==> src/rtl/combo_ci_pkg.sv <==
package combo_ci_pkg;
  typedef enum logic [1:0] {
    OP_ADD = 2'b00,
    OP_XOR = 2'b01,
    OP_MUL = 2'b10,
    OP_SUB = 2'b11
  } op_sel_e;
endpackage

==> src/rtl/combo_fixed_path.sv <==
// Fixed-latency group: add, xor and subtract are captured at launch; the
// launch pulse walks a flip-flop chain to form this path's done bit.
module combo_fixed_path #(
  parameter int DATA_W  = 32,
  parameter int FIX_LAT = 3
) (
  input  logic              clk,
  input  logic              rst,
  input  logic              launch,
  input  logic [DATA_W-1:0] a,
  input  logic [DATA_W-1:0] b,
  output logic [DATA_W-1:0] sum_q,
  output logic [DATA_W-1:0] xor_q,
  output logic [DATA_W-1:0] dif_q,
  output logic              done
);
  // The output register of the unit supplies the last stage of the latency.
  localparam int CHAIN = FIX_LAT - 1;

  logic [CHAIN-1:0] chain_q;

  always_ff @(posedge clk) begin
    if (rst) begin
      sum_q <= '0;
      xor_q <= '0;
      dif_q <= '0;
    end else if (launch) begin
      sum_q <= a + b;
      xor_q <= a ^ b;
      dif_q <= a - b;
    end
  end

  always_ff @(posedge clk) begin
    if (rst) chain_q[0] <= 1'b0;
    else     chain_q[0] <= launch;
  end

  for (genvar i = 1; i < CHAIN; i++) begin : g_stage
    always_ff @(posedge clk) begin
      if (rst) chain_q[i] <= 1'b0;
      else     chain_q[i] <= chain_q[i-1];
    end
  end

  assign done = chain_q[CHAIN-1];
endmodule

==> src/rtl/combo_iter_mul.sv <==
// Shift-and-add multiplier that handles one set multiplier bit per cycle
// and always takes at least one cycle.
module combo_iter_mul #(
  parameter int DATA_W = 32
) (
  input  logic              clk,
  input  logic              rst,
  input  logic              launch,
  input  logic [DATA_W-1:0] a,
  input  logic [DATA_W-1:0] b,
  output logic [DATA_W-1:0] prod_q,
  output logic              done_q
);
  localparam int IDX_W = $clog2(DATA_W);

  logic [DATA_W-1:0] mcand_q, mplier_q, acc_q;
  logic              busy_q;
  logic [DATA_W-1:0] lowest, rest, addend;
  logic [IDX_W-1:0]  idx;

  assign lowest = mplier_q & (~mplier_q + 1'b1);
  assign rest   = mplier_q & ~lowest;

  always_comb begin
    idx = '0;
    for (int i = DATA_W - 1; i >= 0; i--) begin
      if (mplier_q[i]) idx = IDX_W'(i);
    end
  end

  assign addend = (mplier_q != '0) ? (mcand_q << idx) : '0;

  always_ff @(posedge clk) begin
    if (rst) begin
      mcand_q  <= '0;
      mplier_q <= '0;
      acc_q    <= '0;
      busy_q   <= 1'b0;
      done_q   <= 1'b0;
    end else begin
      done_q <= 1'b0;
      if (launch) begin
        mcand_q  <= a;
        mplier_q <= b;
        acc_q    <= '0;
        busy_q   <= 1'b1;
      end else if (busy_q) begin
        acc_q    <= acc_q + addend;
        mplier_q <= rest;
        if (rest == '0) begin
          busy_q <= 1'b0;
          done_q <= 1'b1;
        end
      end
    end
  end

  assign prod_q = acc_q;
endmodule

==> src/rtl/combo_out_stage.sv <==
// Registered result multiplexer and merged completion bit.
module combo_out_stage
  import combo_ci_pkg::*;
#(
  parameter int DATA_W = 32
) (
  input  logic              clk,
  input  logic              rst,
  input  op_sel_e           sel,
  input  logic              fix_done,
  input  logic              mul_done,
  input  logic [DATA_W-1:0] sum_v,
  input  logic [DATA_W-1:0] xor_v,
  input  logic [DATA_W-1:0] dif_v,
  input  logic [DATA_W-1:0] prod_v,
  output logic [DATA_W-1:0] result_q,
  output logic              done_q
);
  logic              any_done;
  logic [DATA_W-1:0] picked;

  assign any_done = fix_done | mul_done;

  always_comb begin
    unique case (sel)
      OP_ADD:  picked = sum_v;
      OP_XOR:  picked = xor_v;
      OP_SUB:  picked = dif_v;
      default: picked = prod_v;
    endcase
  end

  always_ff @(posedge clk) begin
    if (rst) begin
      result_q <= '0;
      done_q   <= 1'b0;
    end else begin
      done_q <= any_done;
      if (any_done) result_q <= picked;
    end
  end
endmodule

==> src/rtl/combo_ci_unit.sv <==
module combo_ci_unit
  import combo_ci_pkg::*;
#(
  parameter int DATA_W  = 32,
  parameter int FIX_LAT = 3
) (
  input  logic              clk,
  input  logic              rst,
  input  logic              start_i,
  input  logic [1:0]        sel_i,
  input  logic [DATA_W-1:0] opa_i,
  input  logic [DATA_W-1:0] opb_i,
  output logic [DATA_W-1:0] result_o,
  output logic              done_o
);
  op_sel_e           sel_now, sel_q;
  logic              fix_launch, mul_launch, fix_done, mul_done;
  logic [DATA_W-1:0] sum_v, xor_v, dif_v, prod_v;

  assign sel_now    = op_sel_e'(sel_i);
  assign mul_launch = start_i && (sel_now == OP_MUL);
  assign fix_launch = start_i && (sel_now != OP_MUL);

  always_ff @(posedge clk) begin
    if (rst)          sel_q <= OP_ADD;
    else if (start_i) sel_q <= sel_now;
  end

  combo_fixed_path #(.DATA_W(DATA_W), .FIX_LAT(FIX_LAT)) u_fix (
    .clk(clk), .rst(rst), .launch(fix_launch), .a(opa_i), .b(opb_i),
    .sum_q(sum_v), .xor_q(xor_v), .dif_q(dif_v), .done(fix_done)
  );

  combo_iter_mul #(.DATA_W(DATA_W)) u_mul (
    .clk(clk), .rst(rst), .launch(mul_launch), .a(opa_i), .b(opb_i),
    .prod_q(prod_v), .done_q(mul_done)
  );

  combo_out_stage #(.DATA_W(DATA_W)) u_out (
    .clk(clk), .rst(rst), .sel(sel_q), .fix_done(fix_done), .mul_done(mul_done),
    .sum_v(sum_v), .xor_v(xor_v), .dif_v(dif_v), .prod_v(prod_v),
    .result_q(result_o), .done_q(done_o)
  );
endmodule

==> config.mk <==
export PLATFORM = sky130hd
export DESIGN_NAME = combo_ci_unit
export DESIGN_NICKNAME = d
export VERILOG_FILES = /design/src/rtl/combo_ci_pkg.sv /design/src/rtl/combo_fixed_path.sv /design/src/rtl/combo_iter_mul.sv /design/src/rtl/combo_out_stage.sv /design/src/rtl/combo_ci_unit.sv
export SDC_FILE = /design/constraint.sdc
export NUM_CORES = 1
export LEC_CHECK = 0
export BUFFER_PORTS_ARGS = -buffer_cell sky130_fd_sc_hd__clkbuf_2
export CAP_MARGIN = 20
export CORE_ASPECT_RATIO = 0.7
export CORE_UTILIZATION = 40
export DETAILED_ROUTE_END_ITERATION = 6
export MAX_ROUTING_LAYER = met4
export SLEW_MARGIN = 20
export SYNTH_ARGS = -nofsm -noshare
export SYNTH_HDL_FRONTEND = slang
export SYNTH_SLANG_ARGS = --single-unit
==> constraint.sdc <==
create_clock -name clk -period 5.65 [get_ports clk]
set_input_delay 1.13 -clock clk [delete_from_list [all_inputs] [get_ports clk]]
set_output_delay 1.13 -clock clk [all_outputs]
set_load 0.05 [all_outputs]
==> results.json <==
{
  "final_core_util_pct": 45.6,
  "drtPass1Iterations": 5,
  "ys.flop_type": "dfxtp_1",
  "grt_pass1_wl_mm": 80.5,
  "port_buffers": 101,
  "core_mm2": 0.0385,
  "start_util_pct": 40.6,
  "wl_per_cell_um": 20.9,
  "maxSlewViolCount": 0,
  "ir_worst_vdd_v": 0.000199,
  "fmax_mhz": 182,
  "rows": 60,
  "maxCapViolCount": 0,
  "ys_types": 95,
  "mostFrequentLayoutCell": "nand2_1",
  "cp-startpoint": "u_mul.mplier_q[24]",
  "io_pins": 102,
  "use_met2_pct": 37.1,
  "layout_common_cells": "nand2_1, dfxtp_1, nor2_1, a21oi_1, clkbuf_2",
  "worstSetupEndpointType": "flop",
  "grt_max_degree": 117,
  "wirelength_mm": 53.5,
  "arrival_ns": 5.97,
  "die_area_mm2": 0.0399,
  "die_x_um": 238,
  "synth_cells": 1975,
  "post-place-ws_ns": -0.00388,
  "ctsHoldBuffers": 0,
  "fp.dieH_um": 167,
  "ys_warn_count": 0,
  "gr-usage-met1_pct": 39.8,
  "cp.required_ns": 6.13,
  "grt_usage_pct": 26.8,
  "critPathKind": "reg -> reg",
  "synth_top_area_share_pct": 29.3,
  "clk_latency_ns": 0.56,
  "dp_hpwl_mm": 40.5,
  "use_met3_pct": 4.80,
  "drtAntennaViolNets": 0,
  "grt-busiest-layer": "met1",
  "relSlewSlack_pct": 35.1,
  "reg2reg_slack_ns": 0.16,
  "synth_area_per_cell_um2": 7.92,
  "post-route-period-util_pct": 97.2,
  "max_slew.worst_pin.slew_ns": 0.974,
  "yosysSeqAreaShare_pct": 29.3,
  "rsz0062_at_grt": "true",
  "syn_nets": 2140,
  "num-fill-cells": 3840,
  "async_flop_share_pct": 0,
  "fin_ws_ns": 0.156,
  "cts_buffers": 25,
  "via_per_inst": 5.77,
  "r2r_end": "u_mul.prod_q[31]",
  "critPathCapture": "u_mul.prod_q[31]",
  "r2r_cells": 23,
  "cts_tree": "yes",
  "root_buffer": "clkbuf_16",
  "holdCritPathClass": "reg -> reg",
  "drcViolationCount": 0,
  "fin_crit_ns": 5.49,
  "ys_ff_latch": 229,
  "power.leakage_uw": 0.00702,
  "hold_viol": 0,
  "grt_overflow": 0,
  "setup-violations-final": 0,
  "vias": 14740,
  "setup.worst_path.start_class": "flop",
  "outcome": "complete, no violations",
  "path_max_fanout": 9,
  "synth_top_area_cell": "dfxtp_1",
  "synth.top_cells.by_area": "dfxtp_1, ha_1, nand2_1",
  "first_global_vias": 13406,
  "area_growth_pct": 12.2,
  "hold_depth": 1,
  "power.density_mw_per_mm2": 286,
  "cts-htree-levels": 1,
  "clk_pin_slew_ns": 0.07,
  "place.gp.congestion": 0.971,
  "netlist_area_mm2": 0.0156,
  "layout-drive-gt1-share_pct": 14.4,
  "drt_iter0_markers": 1187,
  "hold_slack_ns": 0.444,
  "synth_edf_count": 0,
  "skew_ns": 0.0220,
  "cts_buffer_depth": 3,
  "r2r_start": "u_mul.mplier_q[24]",
  "grt_antenna_before_repair": 1,
  "nets": 2174,
  "cts_sinks": 229
}
[registers in the layout (all words and copies together), names as in the netlist]
register and count:
u_fix.chain_q 1, u_mul.prod_q 32, u_fix.xor_q 31, u_fix.dif_q 32, u_mul.busy_q 1, u_out.result_q 32
u_fix.sum_q 31, u_mul.mplier_q 32, u_fix.done 1, u_out.done_q 1, u_mul.mcand_q 32, sel_q 2
u_mul.done_q 1
[worst min path at each step]
stage                  to  slack, ns        startpoint
6_report       u_fix.done       0.44  u_fix.chain_q[0]
4_1_cts        u_fix.done       0.45  u_fix.chain_q[0]
3_3_place_gp   u_fix.done       0.42  u_fix.chain_q[0]
5_1_grt        u_fix.done       0.46  u_fix.chain_q[0]
2_1_floorplan  u_fix.done       0.41  u_fix.chain_q[0]
3_5_place_dp   u_fix.done       0.44  u_fix.chain_q[0]
[cells in the mapped netlist (all sizes together), types with 17 or more instances]
library cell and count:
nand2 285, dfxtp 229, nor2 228, a21oi 210, ha 93, clkbuf 92, mux2i 92, o21ai 74
a211oi 71, inv 68, xnor2 54, buf 48, nand3 41, mux4 31, nor3 27, o211ai 25
a21o 19, a31oi 17, or3 17
[routing by layer]
metal | routed length [um] | vias up
met4 | 1340 | 0
met5 | 0 | -
met2 | 22000 | 454
li1 | - | 7133
met3 | 3560 | 82
met1 | 26600 | 7071
[timing repair]
item / CTS / global route
endpoints found under the setup margin: 1 / 8
buffers inserted: 0 / 4
resized for setup: 0 / 24
pin swaps: 1 / 2
gates cloned: 0 / 1
[critical path, cell delays in order (launching register included)]
cell and delay (ns):
dfxtp_2 0.37, or2_4 0.27, a211oi_2 0.21, a21oi_2 0.08
buf_4 0.16, o21ai_4 0.24, buf_4 0.17, mux2i_1 0.25
mux2i_1 0.17, mux2_2 0.31, a221oi_1 0.36, a21oi_1 0.18
ha_1 0.37, a21o_1 0.16, a21o_1 0.22, a221oi_2 0.27
nor2_1 0.08, a211oi_2 0.23, a311oi_1 0.16, a41o_1 0.31
or4b_1 0.48, a32oi_1 0.20, a211oi_2 0.06, o211ai_1 0.09
[logic make-up after synthesis]
kind of cell,share of synthesized area (%)
buffers and inverters,5.72
flip-flops,29.3
AND/OR/NAND/NOR,19.9
adder cells (fa/ha/maj),8.01
XOR/XNOR,3.92
AO/OA/AOI/OAI,22.0
multiplexers,11.1
[final cells by class]
type	instances	area (um2)	area share (%)
antenna	1	2.50	0.0143
timing repair buffer	146	866	4.93
sequential	229	4590	26.1
inverter	68	255	1.45
tap	527	659	3.76
multi-input combinational	1539	10300	58.6
clock inverter	17	254	1.45
clock buffer	28	637	3.63
[stage by stage]
step / TNS (ns) / cells / area, um2 / power [uW]
floorplan: 0 / 1975 / 15600 / 2800
global placement: 0 / 2504 / 16500 / 3160
detailed placement: -0.00388 / 2504 / 16500 / 3170
CTS: 0 / 2549 / 17400 / 4990
global route: -0.0180 / 2555 / 17600 / 5250
finish: 0 / 2555 / 17600 / 5020
[power by group]
group	switching, uW	internal, uW
clock network	738	1090
logic	888	536
registers	65.6	1700
No activity file was read; power rests on OpenSTA's default activity.
